[src/rtl/iap_pkg.sv]
package iap_pkg;

    // register select codes
    localparam logic [1:0] SEL_CTRL = 2'd0;
    localparam logic [1:0] SEL_OFFS = 2'd1;
    localparam logic [1:0] SEL_DATA = 2'd2;

    // window codes
    localparam logic [1:0] WIN_0    = 2'd0;
    localparam logic [1:0] WIN_1    = 2'd1;
    localparam logic [1:0] WIN_INFO = 2'd2;
    localparam logic [1:0] WIN_RSVD = 2'd3;

    // operation codes
    localparam logic [1:0] OP_NONE  = 2'd0;
    localparam logic [1:0] OP_ERASE = 2'd1;
    localparam logic [1:0] OP_PROG  = 2'd2;
    localparam logic [1:0] OP_READ  = 2'd3;

    typedef struct packed {
        logic [1:0] win;
        logic [1:0] op;
    } ctrl_t;

    typedef enum logic [1:0] {
        ST_IDLE  = 2'd0,
        ST_READ  = 2'd1,
        ST_WDCLR = 2'd2,
        ST_PROG  = 2'd3
    } state_e;

endpackage

[src/rtl/iap_gate.sv]
module iap_gate
    import iap_pkg::*;
#(
    parameter int N_CFG = 2
) (
    input  logic [1:0]       win,
    input  logic [1:0]       op,
    input  logic             map_b0,
    input  logic             map_b1,
    input  logic [N_CFG-1:0] region_cfg,
    output logic             allow,
    output logic             launch
);

    logic win_ok;
    logic info_write;

    always_comb begin
        win_ok = 1'b0;
        if (win == WIN_INFO) begin
            win_ok = 1'b1;
        end else if (int'(win) < N_CFG) begin
            win_ok = region_cfg[win[$clog2(N_CFG)-1:0]];
        end
    end

    assign info_write = (win == WIN_INFO) && ((op == OP_ERASE) || (op == OP_PROG));
    assign allow      = !map_b0 && map_b1 && win_ok && (win != WIN_RSVD);
    assign launch     = allow && (op != OP_NONE) && !info_write;

endmodule

[src/rtl/iap_timer.sv]
module iap_timer #(
    parameter int W = 5
) (
    input  logic         clk,
    input  logic         rst_n,
    input  logic         load,
    input  logic [W-1:0] load_val,
    input  logic         dec,
    output logic         zero
);

    logic [W-1:0] cnt_d, cnt_q;

    always_comb begin
        cnt_d = cnt_q;
        if (load) begin
            cnt_d = load_val;
        end else if (dec && (cnt_q != '0)) begin
            cnt_d = cnt_q - 1'b1;
        end
    end

    always_ff @(posedge clk or negedge rst_n) begin
        if (!rst_n) cnt_q <= '0;
        else        cnt_q <= cnt_d;
    end

    assign zero = (cnt_q == '0);

endmodule

[src/rtl/iap_ctrl.sv]
module iap_ctrl
    import iap_pkg::*;
#(
    parameter int              ADDR_W     = 10,
    parameter int              DATA_W     = 8,
    parameter int              LOW_W      = 6,
    parameter int              INFO_W     = 3,
    parameter int              RD_CYCLES  = 6,
    parameter int              PRG_CYCLES = 24000,
    parameter logic [ADDR_W-1:0] WIN0_BASE = 10'h1C0,
    parameter logic [ADDR_W-1:0] WIN1_BASE = 10'h3C0
) (
    input  logic              clk,
    input  logic              rst_n,
    input  logic              sfr_we,
    input  logic [1:0]        sfr_sel,
    input  logic [DATA_W-1:0] sfr_wdata,
    output logic [DATA_W-1:0] sfr_rdata,
    input  logic              map_b0,
    input  logic              map_b1,
    input  logic [1:0]        region_cfg,
    output logic              cpu_stall,
    output logic              wdt_en_set,
    output logic              wdt_clear,
    output logic [ADDR_W-1:0] flash_addr,
    output logic [DATA_W-1:0] flash_wdata,
    input  logic [DATA_W-1:0] flash_rdata,
    output logic              flash_rd,
    output logic              flash_erase,
    output logic              flash_prog
);

    localparam int CNT_MAX = (PRG_CYCLES > RD_CYCLES) ? PRG_CYCLES : RD_CYCLES;
    localparam int CNT_W   = $clog2(CNT_MAX) + 1;
    localparam logic [CNT_W-1:0] RD_LOAD  = CNT_W'(RD_CYCLES - 1);
    localparam logic [CNT_W-1:0] PRG_LOAD = CNT_W'(PRG_CYCLES - 1);
    localparam int CTRL_W = $bits(ctrl_t);

    typedef struct packed {
        state_e            st;
        ctrl_t             ctrl;
        logic [LOW_W-1:0]  offs;
        logic [DATA_W-1:0] data;
        logic              wdt_en;
    } regs_t;

    regs_t q, d;

    logic             gate_allow;
    logic             gate_launch;
    logic             tmr_load;
    logic [CNT_W-1:0] tmr_val;
    logic             tmr_dec;
    logic             tmr_zero;
    logic [CTRL_W-1:0] ctrl_cur;

    ctrl_t req;
    assign req = ctrl_t'(sfr_wdata[CTRL_W-1:0]);

    iap_gate #(.N_CFG(2)) u_gate (
        .win        (req.win),
        .op         (req.op),
        .map_b0     (map_b0),
        .map_b1     (map_b1),
        .region_cfg (region_cfg),
        .allow      (gate_allow),
        .launch     (gate_launch)
    );

    iap_timer #(.W(CNT_W)) u_timer (
        .clk      (clk),
        .rst_n    (rst_n),
        .load     (tmr_load),
        .load_val (tmr_val),
        .dec      (tmr_dec),
        .zero     (tmr_zero)
    );

    // next-state logic
    always_comb begin
        d        = q;
        d.wdt_en = 1'b0;
        tmr_load = 1'b0;
        tmr_val  = '0;
        tmr_dec  = 1'b0;
        unique case (q.st)
            ST_IDLE: begin
                if (sfr_we) begin
                    case (sfr_sel)
                        SEL_CTRL: begin
                            d.wdt_en = 1'b1;
                            if (gate_launch) begin
                                d.ctrl = req;
                                if (req.op == OP_READ) begin
                                    d.st     = ST_READ;
                                    tmr_load = 1'b1;
                                    tmr_val  = RD_LOAD;
                                end else begin
                                    d.st = ST_WDCLR;
                                end
                            end
                        end
                        SEL_OFFS: d.offs = sfr_wdata[LOW_W-1:0];
                        SEL_DATA: d.data = sfr_wdata;
                        default: ;
                    endcase
                end
            end
            ST_READ: begin
                if (tmr_zero) begin
                    d.data = flash_rdata;
                    d.ctrl = '0;
                    d.st   = ST_IDLE;
                end else begin
                    tmr_dec = 1'b1;
                end
            end
            ST_WDCLR: begin
                tmr_load = 1'b1;
                tmr_val  = PRG_LOAD;
                d.st     = ST_PROG;
            end
            ST_PROG: begin
                if (tmr_zero) begin
                    d.ctrl = '0;
                    d.st   = ST_IDLE;
                end else begin
                    tmr_dec = 1'b1;
                end
            end
            default: d.st = ST_IDLE;
        endcase
    end

    always_ff @(posedge clk or negedge rst_n) begin
        if (!rst_n) q <= '0;
        else        q <= d;
    end

    // address composition from the latched window and offset
    always_comb begin
        case (q.ctrl.win)
            WIN_0:    flash_addr = WIN0_BASE + ADDR_W'(q.offs);
            WIN_1:    flash_addr = WIN1_BASE + ADDR_W'(q.offs);
            WIN_INFO: flash_addr = ADDR_W'(q.offs[INFO_W-1:0]);
            default:  flash_addr = '0;
        endcase
    end

    assign ctrl_cur = q.ctrl;

    always_comb begin
        case (sfr_sel)
            SEL_CTRL: sfr_rdata = {{(DATA_W-CTRL_W){1'b0}}, ctrl_cur};
            SEL_OFFS: sfr_rdata = {{(DATA_W-LOW_W){1'b0}}, q.offs};
            SEL_DATA: sfr_rdata = q.data;
            default:  sfr_rdata = '0;
        endcase
    end

    assign cpu_stall   = (q.st != ST_IDLE);
    assign wdt_en_set  = q.wdt_en;
    assign wdt_clear   = (q.st == ST_WDCLR);
    assign flash_rd    = (q.st == ST_READ);
    assign flash_erase = (q.st == ST_PROG) && (q.ctrl.op == OP_ERASE);
    assign flash_prog  = (q.st == ST_PROG) && (q.ctrl.op == OP_PROG);
    assign flash_wdata = q.data;

endmodule

[config.mk]
export PLATFORM = sky130hd
export DESIGN_NAME = iap_ctrl
export DESIGN_NICKNAME = d
export VERILOG_FILES = /design/src/rtl/iap_pkg.sv /design/src/rtl/iap_gate.sv /design/src/rtl/iap_timer.sv /design/src/rtl/iap_ctrl.sv
export SDC_FILE = /design/constraint.sdc
export NUM_CORES = 1
export LEC_CHECK = 0
export ABC_CLOCK_PERIOD_IN_PS = 2390
export BUFFER_PORTS_ARGS = -buffer_cell sky130_fd_sc_hd__clkbuf_2
export CAP_MARGIN = 30
export CORE_ASPECT_RATIO = 0.8
export CORE_MARGIN = 1.5
export CORE_UTILIZATION = 53
export DETAILED_ROUTE_END_ITERATION = 6
export PLACE_DENSITY = 0.8
export SLEW_MARGIN = 20
export SYNTH_ARGS = -nofsm -noshare
export SYNTH_HDL_FRONTEND = slang
export SYNTH_SLANG_ARGS = --single-unit
[constraint.sdc]
create_clock -name clk -period 2.39 [get_ports clk]
set_input_delay 0.3585 -clock clk [delete_from_list [all_inputs] [get_ports clk]]
set_output_delay 0.3585 -clock clk [all_outputs]
set_load 0.05 [all_outputs]
# Yosys cells after proc, flatten, opt, wreduce, memory -nomap -nowiden
# Cells that the tools add are included.
[totals] in_bits=25 n_memories=0 latchBits=0 regBits=37 ramBits=0 mem_bits_ro=0 out_inout_bits=32
[op_classes] n_mux=33 bitwise_logic=0 multipliers=0 shifts=0 addsub=3 div_mod_pow=0 n_reduce_logical=27 eq_ne=20 magnitude_cmp=2
[ops] cell="two-way mux 16 bit" count=2
[ops] cell="one-hot mux 10 bit (3 select lines)" count=1
[ops] cell="one-hot mux 15 bit (2 select lines)" count=1
[ops] cell="two-way mux 6 bit" count=4
[ops] cell="one-hot mux 8 bit (3 select lines)" count=1
[ops] cell="two-way mux 21 bit" count=1
[ops] cell="== test 2 bit (second input constant)" count=8
[ops] cell="zero test 16 bit" count=1
[ops] cell="two-way mux 8 bit" count=2
[ops] cell="one-hot mux 8 bit (2 select lines)" count=1
[ops] cell="nonzero test 16 bit" count=1
[ops] cell="subtractor 16 x 1 -> 16 bit (second input constant)" count=1
[ops] cell="two-way mux 1 bit" count=12
[ops] cell="two-way mux 3 bit" count=4
[ops] cell="adder 9 x 6 -> 10 bit (first input constant)" count=1
[ops] cell="== test 2 x 1 -> 1 bit (second input constant)" count=5
[ops] cell="!= test 2 bit (second input constant)" count=5
[ops] cell="nonzero test 2 bit" count=5
[ops] cell="logical AND 1 bit" count=9
[ops] cell="adder 7 x 7 -> 8 bit (first input constant)" count=1
[ops] cell="one-hot mux 4 bit (2 select lines)" count=1
[ops] cell="AND reduction 4 bit" count=2
[ops] cell="zero test 2 bit" count=3
[ops] cell="one-hot mux 2 bit (3 select lines)" count=1
[ops] cell="10 further kinds" count=12

# Logic depth before layout (Yosys ltp)
# Gate-level depths: netlist (run 1).
[logic_depth] word_depth=13 ltp_mapped=8 ltp_nobuf=7

# Hierarchy
# Synthesis (run 1) repeated with hierarchy kept, for this count alone.
[unflattened] hier_cells=258 area_unflattened_um2=2427.3
[modules_own_cells] mod="iap_ctrl" cells_each=124 instances=1 area_each_um2=1293.7
[modules_own_cells] mod="iap_timer" cells_each=124 instances=1 area_each_um2=1063.5
[modules_own_cells] mod="iap_gate" cells_each=10 instances=1 area_each_um2=70.1

# Worst setup path before layout (run 1)
# OpenSTA, ideal clock, no wires.
[synth_path] path_type="input-to-output" startpoint="input port sfr_sel[0]" endpoint="output port sfr_rdata[0]" arrival_ps=1848 slack_ps=184 path_stages=3 n_path_buf=1 required_ps=2032 cell_sequence="clkbuf_1 -> mux2i_1 -> o21ai_0"
[synth_between] elab_chain_cells=2 word_cells_on_any_way=4 classes_between="2 x eq/ne; 1 x mux; 1 x reduce/logical"
[synth_lines] item="start, declared" line="iap_ctrl.sv:16" text="input logic [1:0] sfr_sel,"
[synth_lines] item="== test 2 bit, or another cell as far along" line="iap_ctrl.sv:153" text="case (sfr_sel)"
[synth_lines] item="one-hot mux 8 bit (3 select lines) *" line="iap_ctrl.sv:153"
[synth_lines] item="end, declared" line="iap_ctrl.sv:18" text="output logic [DATA_W-1:0] sfr_rdata,"
# Every way passes the cells marked *; elsewhere a longest branch is shown, timed or not.

# Final worst setup path (run 1)
[layout_path] startpoint="register u_timer.cnt_q[0]" endpoint="register u_timer.cnt_q[8]"
[layout_between] elab_chain_cells=5 word_cells_on_any_way=9 classes_between="1 x add/sub; 4 x mux; 4 x reduce/logical"
[layout_lines] item="start, declared" line="iap_timer.sv:12" text="logic [W-1:0] cnt_d, cnt_q;"
[layout_lines] item="start signal, assigned" line="iap_timer.sv:25" text="else cnt_q <= cnt_d;"
[layout_lines] item="parallel branches: the longest is 5 deep, another holds subtractor 16 x 1 -> 16 bit"
# Parallel ways; which one is timed is not known. The select of a mux whose other input is x is not followed.
# A chain may end at the register's enable or synchronous reset.

==> run summary, run 1 <==
Nets = 323
Post-synthesis average cell area = 9.14 µm²
Main combinational cell family by area after synthesis = simple AND/OR/NAND/NOR gates
Initial antenna violation count = 0
Number of flops mapped to enable cells by yosys = 0
RD Place Congestion = 0.884
Worst hold-check slack = -0.00133 ns
Worst min-delay path class = in -> async
RSZ-0062 raised after global routing = false
TritonCTS Sinks = 37
Vias = 1965
Die area = 4610 µm²
Area grow syn2layout = 18.4%
Seq/Total Area, Yosys = 41.5%
Post-synth top area cell = dfrtp_1
# DRC = 0
Setup Crit Path Kind = reg -> reg
Synth Cell Area = 2230 µm²
Initial DRT Pass Iterations = 4
FF-to-FF End = u_timer.cnt_q[8]
Mapped Cells = 244
Fraction of layout cells with a size suffix above 1 = 31.1%
Clk slew on worst S/H paths = 0.08 ns
Synth cell types = 44
HPWL Detailed = 4.02 mm
Yosys reg bits = 37
IR drop worst, VDD = 0.330 mV
Maximum clock rate = 448 MHz
Synth area leaders = dfrtp_1 (42%), nand2_1 (5.6%), mux2_2 (5.6%)
Mux cell area share after synthesis = 7.80%
Worst-Skew Late Latency = 0.30 ns
Routed len/inst = 15.3 µm
Rel. slew slack = 62.9%
Crit. End Element = register
Antenna Violating Nets Remaining = 0
Share of the synthesized area in the top cell type = 41.5%
R2R Path Start = u_timer.cnt_q[0]
Largest net degree at the start of global routing = 38
Critical Path RT = 2.58 ns
Via/cell ratio = 5.60
Ys flop type = dfrtp_1
XOR/XNOR Fraction of Synth Area = 3.54%
Delay-heaviest family, CP = simple AND/OR/NAND/NOR gates
Worst R2R Path Depth = 6
Vias in the first global route = 1750
Initial Utilization = 57.1%
CP max stage delay = 0.53 ns
Setup TNS = 0 ns
Congestion Overflow GR = 0
Worst EP arrival = 2.42 ns
CP max FO = 6
First-pass GRT wire length = 8.37 mm
Max-slew violation count = 0
WL final = 5.38 mm
Startpoint Class = register
Setup Skew = 0.00490 ns
Resized Gates After CTS = 0
Clock Path Buffers = 2
CP Buf/Inv Count = 1
Row count = 20
Post-synthesis adder-cell area fraction = 1.68%
Status = finished, violations left
Max cap viols = 0
CP max-delay cell = or3b_2
TritonCTS clock tree = done
Asr flop ratio synth = 100%
ANT cells = 0
Fin. Hold Viols = 1
Post-CTS Hold Buffers = 0
Initial DRC count = 110
Final setup fails = 0
Slew @ Worst Pin = 0.552 ns
Final worst slack = 0.157 ns
CTS root buf = clkbuf_8
Compound-Gate Fraction of Synth Area = 12.8%
Chip Height = 61.0 µm
Period Utilization, post-route = 93.4%
Dpl ws = 0.156 ns
Power Dens Cells = 479 nW/µm²
Core Area = 3900 µm²
Failing checks = hold timing
R2R Setup Slk = 0.16 ns
I/O pins = 57
Simple logic cell fraction of the synthesized area = 25.9%
CTS Buf Count = 5
Leak pwr = 1.27 nW
Setup bufs post-CTS = 0
Min cycle time layout = 2.23 ns
Port bufs = 56
Die Width = 75.5 µm
GR Util All Layers = 24.9%
Synth warnings = 0
Crit path cell chain = inv_1 -> ha_1 -> or3b_2 -> or3_4 -> a311o_1 -> and3_1
H-tree depth = 2
Syn_nets = 272
## cell families (layout without fill, tap and decap cells)
kind of cell / Yosys count / count (layout)
buf+inv: 29 / 81
fa+ha+maj: 3 / 3
mux: 16 / 16
simple gates: 105 / 105
flops: 37 / 37
xor+xnor: 9 / 9
compound gates: 45 / 45
## placed cells by master, fill, tap and decap left out, drive strengths merged, types with 3 or more instances in the layout
cell / instances
clkbuf: 63
and2: 5
nand2: 33
nand3: 4
nor3: 9
ha: 3
or4: 3
mux2i: 5
nand4: 5
nor2b: 8
a32o: 5
nor2: 16
nor3b: 3
xnor2: 6
inv: 10
nor4: 5
buf: 7
a21oi: 8
and3: 3
dfrtp: 37
mux2: 11
xor2: 3
o21ai: 24
## power breakdown
group	internal (mW)	switching, mW	leakage, nW
Combinational	0.0452	0.0906	0.748
Clock	0.261	0.230	0.0542
Sequential	0.633	0.00569	0.463
## stage by stage
stage | util (%) | cells | instance area [µm²] | hold slack [ns] | total power, mW
2_1_floorplan | - | 244 | 2230 | 0.0629 | 0.733
3_3_place_gp | 64.3 | 342 | 2510 | 0.483 | 0.779
3_5_place_dp | 64.3 | 342 | 2510 | 0.497 | 0.780
4_1_cts | 66.9 | 350 | 2610 | 0.212 | 1.26
5_1_grt | 67.6 | 351 | 2640 | 0.0256 | 1.31
6_report | 67.6 | 351 | 2640 | -0.00133 | 1.26
## flip-flops by register name, indices dropped and copies added, names as in the netlist
register and flops:
ctrl_cur 4, flash_wdata 8, q 8, u_timer.cnt_q 16
wdt_en_set 1
## metal layers
layer  track usage, %  part of all wire [%]
met1             36.0                    46
met2             36.3                    46
met3             5.89                   5.5
met4             9.69                   1.7
met5                0                     0
## cells in the mapped netlist, types with 2 or more instances
library cell and n:
nor2_1 15, xor2_1 3, dfrtp_1 37, nand4_1 5, xnor2_1 6, nand2b_1 2, nand3_1 4, mux2i_1 5
mux2_2 11, nor4_1 3, a21oi_1 7, buf_2 3, buf_4 10, o22ai_1 2, ha_1 3, nand2_1 33
and2_1 5, and3_1 3, or4_4 2, nor2b_1 8, clkbuf_1 6, a32o_1 5, nor3_1 9, o211ai_1 2
a22o_1 2, nor3b_1 3, inv_1 10, o21ai_0 24
## worst max path at each step
stage                     cells after the start               end        startpoint  slack [ns]
final                                         6  u_timer.cnt_q[8]  u_timer.cnt_q[0]        0.16
after global routing                          6  u_timer.cnt_q[8]  u_timer.cnt_q[0]        0.08
after CTS                                     6  u_timer.cnt_q[8]  u_timer.cnt_q[0]        0.16
after detailed placement                      6  u_timer.cnt_q[8]  u_timer.cnt_q[0]        0.16
after global placement                        6  u_timer.cnt_q[8]  u_timer.cnt_q[0]        0.24
after floorplan                               3      sfr_rdata[0]        sfr_sel[0]        0.18
## layout make-up
| cell class | count | area (µm²) |
|---|---|---|
| multi-input cells | 178 | 1150 |
| fillers | 339 | 1260 |
| clock buffers | 7 | 96.3 |
| repair buffers | 63 | 353 |
| clock inverters | 1 | 5.00 |
| inverters | 10 | 37.5 |
| well taps | 55 | 68.8 |
| flip-flops and latches | 37 | 926 |
Power figures use the tool's default switching activity.
==> run 2, diff against run 1 <==
--- a/config.mk
+++ b/config.mk
@@ -7,12 +7,12 @@
 export LEC_CHECK = 0
 export ABC_CLOCK_PERIOD_IN_PS = 2390
 export BUFFER_PORTS_ARGS = -buffer_cell sky130_fd_sc_hd__clkbuf_2
-export CAP_MARGIN = 30
+export CAP_MARGIN = 0
 export CORE_ASPECT_RATIO = 0.8
 export CORE_MARGIN = 1.5
 export CORE_UTILIZATION = 53
 export DETAILED_ROUTE_END_ITERATION = 6
-export PLACE_DENSITY = 0.8
+export PLACE_DENSITY = 0.77
 export SLEW_MARGIN = 20
 export SYNTH_ARGS = -nofsm -noshare
 export SYNTH_HDL_FRONTEND = slang
==> run 2 against run 1 <==
Compared with the run above:
- cell count fell by 0.28%
- clock skew rose by 0.0014 ns
- via count fell by 0.71%
- the flow now finishes without violations
- global-route usage rose by 0.55 points
- highest routed layer unchanged
- first-iteration DRC count fell by 16%
- non-clock buffer count did not move
- register-to-register slack got worse by 0.02 ns
- sequential cell count did not move
- maximum frequency fell by 0.89%
- largest power group unchanged
- count of clock-buffer cells in the layout did not move
- hold slack improved by 0.19 ns
==> run summary, run 2 (synthesis gave the netlist of run 1 again) <==
First-pass GRT wire length = 8.50 mm (+1.6%)
Power Dens Cells = 465 nW/µm² (-2.9%)
Chip Height = 61.0 µm (unchanged)
CTS root buf = clkbuf_8
Antenna Violating Nets Remaining = 0 (unchanged)
Clk slew on worst S/H paths = 0.07 ns (about the same)
CP max-delay cell = or3b_2
Critical path depth in cells = 6 (unchanged)
Crit path cell chain = inv_1 -> ha_1 -> or3b_2 -> or3_4 -> a311o_1 -> and3_1
Most common cell after layout, fill and taps aside = clkbuf_2
H-tree depth = 2 (unchanged)
Fill count = 338 (-0.29%)
Initial DRC count = 92 (-16%)
Max cap viols = 0 (unchanged)
Setup bufs post-CTS = 0 (unchanged)
Status = completed
CP max FO = 6 (unchanged)
Delay-heaviest family, CP = simple AND/OR/NAND/NOR gates
Worst EP arrival = 2.43 ns (about the same)
Startpoint Class = register
Initial antenna violation count = 0 (unchanged)
Row count = 20 (unchanged)
TritonCTS Sinks = 37 (unchanged)
RD Place Congestion = 0.825 (-6.7%)
Fraction of layout cells with a size suffix above 1 = 30.5% (-0.57 points)
R2R Path Start = u_timer.cnt_q[0]
Max reg flops = 16 (unchanged)
Setup Skew = 0.00633 ns (+0.00143 ns)
CTS Buf Count = 5 (unchanged)
Finished Layout Cells = 350 (-0.28%)
Setup Crit Path Kind = reg -> reg
# DRC = 0 (unchanged)
Min cycle time layout = 2.25 ns (+0.0200 ns)
Period Utilization, post-route = 94.3% (+0.84 points)
Tot Pwr = 1.21 mW (-4.2%)
Resized Gates After CTS = 0 (unchanged)
R2R Setup Slk = 0.14 ns (-0.02 ns)
Post-route cell area = 2610 µm² (-1.3%)
Final setup fails = 0 (unchanged)
Most flops, register = u_timer.cnt_q
Slew @ Worst Pin = 0.910 ns (+0.358 ns)
Area grow syn2layout = 16.8%
Max-slew violation count = 0 (unchanged)
Maximum clock rate = 444 MHz (-0.89%)
Die area = 4610 µm² (unchanged)
Port bufs = 56 (unchanged)
Fin util = 66.7% (-0.90 points)
Worst R2R Path Depth = 6 (unchanged)
IR drop worst, VDD = 0.359 mV (+8.6%)
Vias = 1951 (-0.71%)
Setup TNS = 0 ns (unchanged)
WL final = 5.34 mm (-0.74%)
Nets = 323 (unchanged)
Die Width = 75.5 µm (unchanged)
Critical Path RT = 2.57 ns (about the same)
GR Util All Layers = 25.4% (+0.55 points)
Largest net degree at the start of global routing = 38 (unchanged)
Placement Cell Area = 2520 µm² (+0.30%)
Rel. slew slack = 39.3% (-24 points)
Routed len/inst = 15.2 µm (-0.46%)
Via/cell ratio = 5.57 (-0.43%)
Commonest non-fill, non-tap cells in the layout = clkbuf_2 (56), dfrtp_1 (37), nand2_1 (33), o21ai_0 (24), nor2_1 (15)
Clock Path Buffers = 2 (unchanged)
RSZ-0062 raised after global routing = false
Crit. End Element = register
Worst min-delay path class = in -> async
Fin. Hold Viols = 0 (-1)
TritonCTS clock tree = done
HPWL Detailed = 3.98 mm (-0.88%)
CP max stage delay = 0.53 ns (about the same)
Leak pwr = 1.25 nW (-1.5%)
Worst-Skew Late Latency = 0.29 ns (about the same)
ANT cells = 0 (unchanged)
Core Area = 3900 µm² (unchanged)
Initial DRT Pass Iterations = 4 (unchanged)
FF-to-FF End = u_timer.cnt_q[8]
Initial Utilization = 57.1% (unchanged)
Vias in the first global route = 1799 (+2.8%)
I/O pins = 57 (unchanged)
Post-CTS Hold Buffers = 0 (unchanged)
DP Cell Count = 343 (+0.29%)
Congestion Overflow GR = 0 (unchanged)
CP Buf/Inv Count = 1 (unchanged)
run 2: worst max-delay path by stage:
stage	start	end	slack [ns]
floorplan	sfr_sel[0]	sfr_rdata[0]	0.18
global placement	u_timer.cnt_q[0]	u_timer.cnt_q[8]	0.23
detailed placement	u_timer.cnt_q[0]	u_timer.cnt_q[8]	0.16
CTS	u_timer.cnt_q[0]	u_timer.cnt_q[8]	0.15
global route	u_timer.cnt_q[0]	u_timer.cnt_q[8]	0.07
finish	u_timer.cnt_q[0]	u_timer.cnt_q[8]	0.14
run 2: layer usage:
metal	up-vias	part of all wire, %	GRT usage [%]
met1	928	47	36.4
met5	-	0	0
met3	11	5.6	5.40
met4	0	1.4	9.69
li1	954	-	-
met2	58	46	38.2
run 2: area by class of cell:
class	count	area [µm²]	area share, %
multi-input cells	178	1150	44.3
flip-flops and latches	37	926	35.5
repair buffers	63	333	12.8
clock buffers	7	86.3	3.31
well taps	55	68.8	2.64
inverters	10	37.5	1.44
run 2: worst reg2reg max path: stages, from the launching register on:
cell and delay, ns:
dfrtp_1 0.38, inv_1 0.10, ha_1 0.26, or3b_2 0.53
or3_4 0.38, a311o_1 0.32, and3_1 0.17
run 2: per-stage QoR:
stage          setup slack (ns)  hold WS [ns]
2_1_floorplan             0.184        0.0629
3_3_place_gp              0.235         0.484
3_5_place_dp              0.165         0.504
6_report                  0.137         0.192
4_1_cts                   0.146         0.227
5_1_grt                  0.0670         0.270
run 2: where the power goes:
group / internal, mW / leakage, nW / switching (mW) / total [mW]
Clock: 0.229 / 0.0443 / 0.214 / 0.443
Combinational: 0.0407 / 0.740 / 0.0884 / 0.129
Sequential: 0.633 / 0.463 / 0.00566 / 0.639
==> run 3, diff against run 2 <==
==> constraint.sdc (replaced) <==
create_clock -name clk -period 2.39 [get_ports clk]
set_input_delay 0.3585 -clock clk [delete_from_list [all_inputs] [get_ports clk]]
set_output_delay 0.3585 -clock clk [all_outputs]
set_load 0.005 [all_outputs]
==> run 3 against run 2 <==
Compared with the run above:
- non-clock buffer count stayed put
- first-iteration DRC count rose by 91%
- clock skew about the same
- total power down 4.7%
- largest cell class unchanged
==> run summary, run 3 (synthesis gave the netlist of run 1 again) <==
Row count = 20 (unchanged)
# DRC = 0 (unchanged)
WL final = 5.16 mm (-3.4%)
Finished Layout Cells = 351 (+0.29%)
Power Dens Cells = 444 nW/µm² (-4.4%)
ANT cells = 0 (unchanged)
Setup TNS = 0 ns (unchanged)
I/O pins = 57 (unchanged)
Min cycle time layout = 2.24 ns (-0.0140 ns)
HPWL Detailed = 3.85 mm (-3.3%)
Max reg flops = 16 (unchanged)
Switching Share = 23.7% (-1.8 points)
Final setup fails = 0 (unchanged)
Antenna Violating Nets Remaining = 0 (unchanged)
Chip Height = 61.0 µm (unchanged)
Most flops, register = u_timer.cnt_q
Port bufs = 56 (unchanged)
Most common cell after layout, fill and taps aside = clkbuf_2
Crit path cell chain = inv_1 -> ha_1 -> or3b_2 -> or3_4 -> a311o_1 -> and3_1
Critical Path RT = 2.57 ns (about the same)
Rel. slew slack = 40.3% (+1.0 points)
CTS root buf = clkbuf_8
Clock power frac = 36.7% (about the same)
Delay-heaviest family, CP = simple AND/OR/NAND/NOR gates
Post-CTS Hold Buffers = 0 (unchanged)
Setup Crit Path Kind = reg -> reg
Vias in the first global route = 1752 (-2.6%)
TritonCTS clock tree = done
R2R Setup Slk = 0.15 ns (about the same)
Fin. Hold Viols = 0 (unchanged)
Post-route cell area = 2600 µm² (-0.24%)
Clock Path Buffers = 2 (unchanged)
Pint = 0.881 mW (-2.4%)
Fill count = 347 (+2.7%)
Worst min-delay path class = in -> async
TritonCTS Sinks = 37 (unchanged)
Slew @ Worst Pin = 0.895 ns (-0.0155 ns)
CP max FO = 6 (unchanged)
Maximum clock rate = 447 MHz (+0.63%)
Nets = 323 (unchanged)
Sequential share of power = 55.3% (+2.6 points)
DP Cell Count = 343 (unchanged)
Status = completed
CP max stage delay = 0.53 ns (about the same)
Max-slew violation count = 0 (unchanged)
Initial antenna violation count = 0 (unchanged)
Setup bufs post-CTS = 0 (unchanged)
P_sw = 0.274 mW (-11%)
Placement Cell Area = 2520 µm² (unchanged)
CTS Buf Count = 5 (unchanged)
Setup Skew = 0.00661 ns (+0.000281 ns)
Initial Utilization = 57.1% (unchanged)
Largest net degree at the start of global routing = 38 (unchanged)
Initial DRT Pass Iterations = 4 (unchanged)
Worst hold-check slack = 0.185 ns (-0.00679 ns)
Vias = 1958 (+0.36%)
Die Width = 75.5 µm (unchanged)
Max cap viols = 0 (unchanged)
Fin util = 66.6% (-0.16 points)
Routed len/inst = 14.7 µm (-3.6%)
RSZ-0062 raised after global routing = false
Crit. End Element = register
Worst-Skew Late Latency = 0.29 ns (about the same)
Final worst slack = 0.151 ns (+0.0140 ns)
CP Buf/Inv Count = 1 (unchanged)
Congestion Overflow GR = 0 (unchanged)
Fraction of layout cells with a size suffix above 1 = 30.1% (-0.44 points)
Resized Gates After CTS = 0 (unchanged)
Period Utilization, post-route = 93.7% (-0.59 points)
Leak pwr = 1.24 nW (-0.39%)
Comb power frac = 8.0% (-2.7 points)
Tot Pwr = 1.15 mW (-4.7%)
Die area = 4610 µm² (unchanged)
Worst EP arrival = 2.42 ns (about the same)
CP max-delay cell = or3b_2
Area grow syn2layout = 16.6%
Startpoint Class = register
GR Util All Layers = 24.4% (-1.0 points)
Via/cell ratio = 5.58 (about the same)
Core Area = 3900 µm² (unchanged)
Dpl ws = 0.172 ns (+0.00724 ns)
Initial DRC count = 176 (+91%)
IR drop worst, VDD = 0.293 mV (-18%)
Clk slew on worst S/H paths = 0.07 ns (about the same)
Commonest non-fill, non-tap cells in the layout = clkbuf_2 (56), dfrtp_1 (37), nand2_1 (33), o21ai_0 (24), nor2_1 (15)
H-tree depth = 2 (unchanged)
RD Place Congestion = 0.853 (+3.5%)
First-pass GRT wire length = 8.31 mm (-2.3%)
==> run 3: changes by cell type in the layout (fill, tap and decap cells not counted), sizes merged <==
cell / delta
clkbuf: +1
==> run 3: layout make-up <==
cell class              count  area, µm²  share of cell area [%]
inverters                  10       37.5                    1.44
repair buffers             63        333                    12.8
multi-input cells         178       1150                    44.4
well taps                  55       68.8                    2.65
clock buffers               8       80.1                    3.08
flip-flops and latches     37        926                    35.6
==> run 3: final timing paths <==
kind / startpoint / to / cells past startpoint
setup / recovery: u_timer.cnt_q[0] / u_timer.cnt_q[8] / 6
hold / removal: rst_n / q[20] / 1
setup reg to reg: u_timer.cnt_q[0] / u_timer.cnt_q[8] / 6
hold reg to reg: q[11] / q[11] / 2
max in group asynchronous: rst_n / u_timer.cnt_q[14] / 1
min in group clk: sfr_wdata[4] / q[13] / 2
==> run 3: power by group through the flow <==
stage	clock network, mW	registers [mW]	logic, mW
after floorplan	0	0.649	0.0461
after global placement	0	0.650	0.0917
after detailed placement	0	0.650	0.0929
after CTS	0.428	0.638	0.0932
after global routing	0.455	0.639	0.104
final	0.424	0.638	0.0926
==> run 3: layer usage <==
layer / track usage [%] / part of all wire (%) / up-vias
li1: - / - / 958
met1: 37.3 / 49 / 932
met2: 34.7 / 44 / 61
met3: 4.91 / 5.9 / 7
met4: 7.91 / 0.95 / 0
met5: 0 / 0 / -
